### src/rtl/hsc_pkg.sv
package hsc_pkg;
  localparam logic [1:0] MODE_LIGHT = 2'b11;
  localparam logic [1:0] MODE_ALT   = 2'b00;
  localparam logic [1:0] MODE_MID   = 2'b10;
  localparam logic [1:0] MODE_DEEP  = 2'b01;

  typedef enum logic [2:0] {
    ST_RUN, ST_ENTER, ST_LIGHT, ST_MID, ST_DEEP, ST_WARM
  } hsc_state_e;

  typedef struct packed {
    logic wake;
    logic service;
    logic hold;
  } wake_dec_t;
endpackage

### src/rtl/hsc_req_sync.sv
module hsc_req_sync #(
  parameter int STAGES = 2
) (
  input  logic clk_i,
  input  logic rst_ni,
  input  logic d_i,
  output logic q_o
);
  logic [STAGES-1:0] chain_q;

  generate
    for (genvar i = 0; i < STAGES; i++) begin : g_stage
      always_ff @(posedge clk_i or negedge rst_ni) begin
        if (!rst_ni) chain_q[i] <= 1'b0;
        else if (i == 0) chain_q[i] <= d_i;
        else chain_q[i] <= chain_q[(i > 0) ? i-1 : 0];
      end
    end
  endgenerate

  assign q_o = chain_q[STAGES-1];
endmodule

### src/rtl/hsc_wake_eval.sv
module hsc_wake_eval
  import hsc_pkg::*;
#(
  parameter int LVL_W = 3
) (
  input  logic             req_i,
  input  logic             nmi_i,
  input  logic             wake_any_i,
  input  logic [LVL_W-1:0] lvl_i,
  input  logic [LVL_W-1:0] mask_i,
  output wake_dec_t        dec_o
);
  logic above;
  assign above = nmi_i || (lvl_i > mask_i);

  always_comb begin
    dec_o.wake    = req_i && (above || wake_any_i);
    dec_o.service = above;
    dec_o.hold    = !above;
  end
endmodule

### src/rtl/hsc_fsm.sv
module hsc_fsm
  import hsc_pkg::*;
#(
  parameter int ENTRY_CYCLES = 4
) (
  input  logic       clk_i,
  input  logic       rst_ni,
  input  logic       halt_i,
  input  logic [1:0] mode_i,
  input  wake_dec_t  dec_i,
  input  logic       resume_slow_i,
  input  logic       wu_done_i,
  output logic       cpu_stop_o,
  output logic       periph_stop_o,
  output logic       osc_stop_o,
  output logic       wu_start_o,
  output logic       wake_o,
  output logic       wake_service_o,
  output logic       flag_hold_o,
  output logic       sys_slow_o
);
  localparam int CNT_W = (ENTRY_CYCLES > 1) ? $clog2(ENTRY_CYCLES) : 1;
  localparam logic [CNT_W-1:0] CNT_LOAD = CNT_W'(ENTRY_CYCLES - 1);

  hsc_state_e       state_q, tgt_q;
  logic [CNT_W-1:0] cnt_q;
  logic             pend_q, pend_svc_q, pend_hold_q;
  logic             go, go_svc, go_hold;

  // pending decision wins over a live one
  assign go      = pend_q || dec_i.wake;
  assign go_svc  = pend_q ? pend_svc_q  : dec_i.service;
  assign go_hold = pend_q ? pend_hold_q : dec_i.hold;

  always_ff @(posedge clk_i or negedge rst_ni) begin
    if (!rst_ni) begin
      state_q        <= ST_RUN;
      tgt_q          <= ST_MID;
      cnt_q          <= '0;
      pend_q         <= 1'b0;
      pend_svc_q     <= 1'b0;
      pend_hold_q    <= 1'b0;
      wu_start_o     <= 1'b0;
      wake_o         <= 1'b0;
      wake_service_o <= 1'b0;
      flag_hold_o    <= 1'b0;
      sys_slow_o     <= 1'b0;
    end else begin
      wu_start_o <= 1'b0;
      wake_o     <= 1'b0;
      unique case (state_q)
        ST_RUN: begin
          if (halt_i) begin
            pend_q <= 1'b0;
            if (mode_i == MODE_MID || mode_i == MODE_DEEP) begin
              state_q <= ST_ENTER;
              cnt_q   <= CNT_LOAD;
              tgt_q   <= (mode_i == MODE_DEEP) ? ST_DEEP : ST_MID;
            end else begin
              state_q <= ST_LIGHT;
            end
          end
        end
        ST_ENTER: begin
          if (dec_i.wake && !pend_q) begin
            pend_q      <= 1'b1;
            pend_svc_q  <= dec_i.service;
            pend_hold_q <= dec_i.hold;
          end
          if (cnt_q == '0) state_q <= tgt_q;
          else cnt_q <= cnt_q - 1'b1;
        end
        ST_LIGHT, ST_MID: begin
          if (go) begin
            state_q        <= ST_RUN;
            wake_o         <= 1'b1;
            wake_service_o <= go_svc;
            flag_hold_o    <= go_hold;
            pend_q         <= 1'b0;
          end
        end
        ST_DEEP: begin
          if (go) begin
            state_q     <= ST_WARM;
            wu_start_o  <= 1'b1;
            pend_q      <= 1'b1;
            pend_svc_q  <= go_svc;
            pend_hold_q <= go_hold;
          end
        end
        ST_WARM: begin
          if (wu_done_i) begin
            state_q        <= ST_RUN;
            wake_o         <= 1'b1;
            wake_service_o <= pend_svc_q;
            flag_hold_o    <= pend_hold_q;
            pend_q         <= 1'b0;
            sys_slow_o     <= resume_slow_i;
          end
        end
        default: state_q <= ST_RUN;
      endcase
    end
  end

  always_comb begin
    cpu_stop_o    = (state_q != ST_RUN);
    periph_stop_o = (state_q == ST_MID) || (state_q == ST_DEEP) || (state_q == ST_WARM);
    osc_stop_o    = (state_q == ST_DEEP);
  end
endmodule

### src/rtl/halt_standby_ctrl.sv
module halt_standby_ctrl
  import hsc_pkg::*;
#(
  parameter int LVL_W        = 3,
  parameter int SYNC_STAGES  = 2,
  parameter int ENTRY_CYCLES = 4
) (
  input  logic             clk_i,
  input  logic             rst_ni,
  input  logic             cfg_we_i,
  input  logic [1:0]       cfg_mode_i,
  input  logic             halt_i,
  input  logic [LVL_W-1:0] mask_lvl_i,
  input  logic             irq_req_i,
  input  logic [LVL_W-1:0] irq_lvl_i,
  input  logic             irq_nmi_i,
  input  logic             irq_wake_any_i,
  input  logic             resume_slow_i,
  input  logic             wu_done_i,
  output logic             cpu_stop_o,
  output logic             periph_stop_o,
  output logic             osc_stop_o,
  output logic             wu_start_o,
  output logic             wake_o,
  output logic             wake_service_o,
  output logic             flag_hold_o,
  output logic             sys_slow_o
);
  logic [1:0] mode_q;
  logic       req_sync;
  wake_dec_t  dec;

  always_ff @(posedge clk_i or negedge rst_ni) begin
    if (!rst_ni) mode_q <= MODE_LIGHT;
    else if (cfg_we_i) mode_q <= cfg_mode_i;
  end

  hsc_req_sync #(.STAGES(SYNC_STAGES)) u_sync (
    .clk_i (clk_i),
    .rst_ni(rst_ni),
    .d_i   (irq_req_i),
    .q_o   (req_sync)
  );

  hsc_wake_eval #(.LVL_W(LVL_W)) u_eval (
    .req_i     (req_sync),
    .nmi_i     (irq_nmi_i),
    .wake_any_i(irq_wake_any_i),
    .lvl_i     (irq_lvl_i),
    .mask_i    (mask_lvl_i),
    .dec_o     (dec)
  );

  hsc_fsm #(.ENTRY_CYCLES(ENTRY_CYCLES)) u_fsm (
    .clk_i         (clk_i),
    .rst_ni        (rst_ni),
    .halt_i        (halt_i),
    .mode_i        (mode_q),
    .dec_i         (dec),
    .resume_slow_i (resume_slow_i),
    .wu_done_i     (wu_done_i),
    .cpu_stop_o    (cpu_stop_o),
    .periph_stop_o (periph_stop_o),
    .osc_stop_o    (osc_stop_o),
    .wu_start_o    (wu_start_o),
    .wake_o        (wake_o),
    .wake_service_o(wake_service_o),
    .flag_hold_o   (flag_hold_o),
    .sys_slow_o    (sys_slow_o)
  );
endmodule

### config.mk
export PLATFORM = sky130hd
export DESIGN_NAME = halt_standby_ctrl
export DESIGN_NICKNAME = d
export VERILOG_FILES = /design/src/rtl/hsc_pkg.sv /design/src/rtl/hsc_req_sync.sv /design/src/rtl/hsc_wake_eval.sv /design/src/rtl/hsc_fsm.sv /design/src/rtl/halt_standby_ctrl.sv
export SDC_FILE = /design/constraint.sdc
export NUM_CORES = 1
export LEC_CHECK = 0
export BUFFER_PORTS_ARGS = -buffer_cell sky130_fd_sc_hd__buf_2
export CORE_MARGIN = 3
export CORE_UTILIZATION = 45
export DETAILED_ROUTE_END_ITERATION = 8
export HOLD_SLACK_MARGIN = 0.12
export PLACE_DENSITY = 0.82
export SKIP_CTS_REPAIR_TIMING = 1
export SLEW_MARGIN = 10
export SYNTH_ARGS = -nofsm -noshare
export SYNTH_HDL_FRONTEND = slang
export SYNTH_HIERARCHICAL = 1
export SYNTH_SLANG_ARGS = --single-unit
### constraint.sdc
create_clock -name clk_i -period 1.7 [get_ports clk_i]
set_clock_uncertainty 0.05 [all_clocks]
set_input_delay 0.17 -clock clk_i [delete_from_list [all_inputs] [get_ports clk_i]]
set_output_delay 0.17 -clock clk_i [all_outputs]
set_load 0.1 [all_outputs]
==> qor.yml <==
setup_path:
  critPathLaunchType: "register"
  path_delay_family: "simple AND/OR/NAND/NOR gates"
  r2r-start: "u_fsm/state_q[2]$_DFFE_PN0P_"
  ff2ff_path_depth: 3
  crit_path_end: "u_fsm/tgt_q[2]$_DFFE_PN0P_"
  r2r_end: "u_fsm/tgt_q[2]$_DFFE_PN0P_"
  crit_type: "reg2reg"
  critPathSlowestCell: "dfrtp_1"
  cp.required_ps: 1850
  cp_data_arrival_time_ps: 1830
  regToRegSetupSlack_ps: 20
  startpoint: "u_fsm/state_q[2]$_DFFE_PN0P_"
  worstPathCellList: "or3_4 > or3b_4 > mux2_4"
  crit_fanout: 2
  cp_num_buf_inv: 0
  cpPeakStageDelay_ps: 420
  endpoint_kind: "register"
  critical_path_depth: 3
worst_hold_path:
  hold_path_class: "in2reg"
floorplan:
  die_area_um2: 3020
  die_height_um: 55.0
  coreArea_um2: 2230
  rows: 17
  start_util: 0.483
  pin_count: 25
  die_w_um: 55.0
finish:
  final_cell_mix: "23 x buf_2, 16 x dfrtp_1, 8 x inv_1, 7 x dlygate4sd3_1, 7 x buf_4"
  final_common_cell: "buf_2"
  insertedDiodeCount: 0
  multi_input_area_um2: 598
  ff_latch_area_um2: 479
  fillers: 180
  layout-drive-gt1-share: 0.413
  syn_to_final_growth_pct: 36.7
  finish.utilization: 0.660
  final_net_count: 166
timing:
  finalCritPeriodShare: 0.986
  tns_ps: 0
  maxSlewHeadroom: 0.679
  finalSetupViolCount: 0
  fmaxAchievable_mhz: 596
  finalHoldViolations: 0
  grt_setup_unrepaired: "true"
  worstMarginPinSlew_ps: 485
  period_minus_slack_ps: 1680
  fin_hold_ws_ps: 167
  slew_violations: 0
  timing.final.ws_setup_ps: 23.3
yosys:
  synth_top_area_frac: 0.371
  synth-warning-count: 6
  synth_flop_cell: "dfrtp_1"
  synth-edff-count: 0
  synth_area_um2: 1080
  synthCells: 104
  syn_area_per_cell_um2: 10.4
  syn_nets: 126
  ys_seq_elements: 19
  synth_top_cell_by_area: "dfrtp_1"
  async_flop_share: 1.00
  yosysSeqAreaShare: 0.444
  yosys-top-cells-area: "dfrtp_1 37%, dfstp_2 7.3%, mux2_2 6.3%, ha_1 5.8%, nand3b_1 3.5%"
  synthDistinctLibCells: 40
route:
  wl_per_cell_um: 14.0
  num_vias: 930
  drc: 0
  via_per_inst: 5.44
  drtIter0Drc: 9
  antenna_left: 0
  first_pass_iters: 4
  routed_wl_um: 2400
clock_tree:
  cts_tree: "built"
  cts_buffers: 3
  htree_levels: 1
  clock_latency_ps: 300
  clk_pin_slew_ps: 110
  cts_sinks: 19
  cts_root_buffer: "clkbuf_4"
  clock_tree.buffer_depth: 2
global_routing:
  antenna_found_initial: 0
  grt_pass1_vias: 890
  grt_max_degree: 20
  grt_overflow_total: 0
  grt_pass1_wl_um: 3670
  grt_usage: 0.172
pwr:
  ir_drop_mv: 1.28
  total_power_mw: 2.41
  power-per-cell-area_nw_per_um2: 1640
  power.leakage_nw: 0.723
place:
  dp_slack_ps: -142
  io_buffers: 24
  place_hpwl_um: 1750
  place_congestion: 0.739
outcome:
  status: "complete, no violations"
run:
  cap_violations: 0
## tightest hold or removal path: stages
cell and delay (ps):
buf_2 120, nand2_1 60, a32oi_1 50, nor2_1 80
## state kept, by name, summed over array words and instances (netlist names)
| signal | flops |
|---|---|
| u_fsm/state_q | 3 |
| mode_q | 2 |
| u_fsm/cnt_q | 2 |
| u_fsm/tgt_q | 2 |
| u_fsm/flag_hold_o | 1 |
| u_fsm/pend_hold_q | 1 |
| u_fsm/pend_q | 1 |
| u_fsm/pend_svc_q | 1 |
| u_fsm/sys_slow_o | 1 |
| u_fsm/wake_o | 1 |
| u_fsm/wake_service_o | 1 |
| u_fsm/wu_start_o | 1 |
| u_sync/chain_q | 1 |
| u_sync/q_o | 1 |
## synthesized netlist by cell type, types with 2 or more instances
cell      number
a211oi_1       3
a21oi_1        4
a31oi_1        3
and2_1         2
and3_1         2
clkbuf_1       5
dfrtp_1       16
dfstp_2        3
ha_1           5
inv_1          9
mux2_2         6
nand2_1        3
nand3b_1       5
nor2_1         6
nor2b_1        3
o21ai_0        4
or4bb_1        2
## metal layers
metal | global-route usage | up-vias | wire, um
met5 | 0 | - | 0
met4 | 0.0364 | 0 | 10
met3 | 0.0563 | 2 | 120
met2 | 0.323 | 22 | 1300
met1 | 0.187 | 456 | 962
li1 | - | 450 | -
## final cells by class
class | count | share of cell area
Clock buffer | 3 | 0.0153
Clock inverter | 1 | 0.00340
Inverter | 9 | 0.0229
Multi-Input combinational cell | 70 | 0.406
Sequential cell | 19 | 0.325
Tap cell | 28 | 0.0238
Timing Repair Buffer | 41 | 0.204
## how the worst min path moves through the flow
stage	from	slack, ps	depth (start not counted)	to
6_report	wu_done_i	170	4	u_fsm/state_q[2]$_DFFE_PN0P_
3_3_place_gp	rst_ni	80	1	u_fsm/wu_start_o$_DFF_PN0_
5_1_grt	wu_done_i	180	4	u_fsm/state_q[2]$_DFFE_PN0P_
3_5_place_dp	rst_ni	80	1	u_fsm/state_q[0]$_DFFE_PN0P_
4_1_cts	rst_ni	-260	1	u_fsm/state_q[2]$_DFFE_PN0P_
2_1_floorplan	rst_ni	-180	0	u_fsm/cnt_q[0]$_DFFE_PN0P_
## report_power, final
part | internal [mW] | switching (mW) | total [mW]
registers | 0.611 | 0.103 | 0.714
clock network | 0.0879 | 0.143 | 0.231
logic | 0.562 | 0.904 | 1.47
total | 1.26 | 1.15 | 2.41
## logic make-up after synthesis
logic type | after synthesis | share of synthesized area
mux | 8 | 0.0858
compound gates | 23 | 0.145
fa+ha+maj | 5 | 0.0580
simple gates | 33 | 0.203
flops | 19 | 0.444
xor+xnor | 1 | 0.00812
buf+inv | 15 | 0.0557
## stage by stage
| stage | instances | area [um^2] |
|---|---|---|
| floorplan | 104 | 1120 |
| finish | 171 | 1470 |
| global placement | 157 | 1320 |
| CTS | 161 | 1350 |
| detailed placement | 157 | 1320 |
| global route | 171 | 1470 |
No activity file was read; power rests on OpenSTA's default activity.
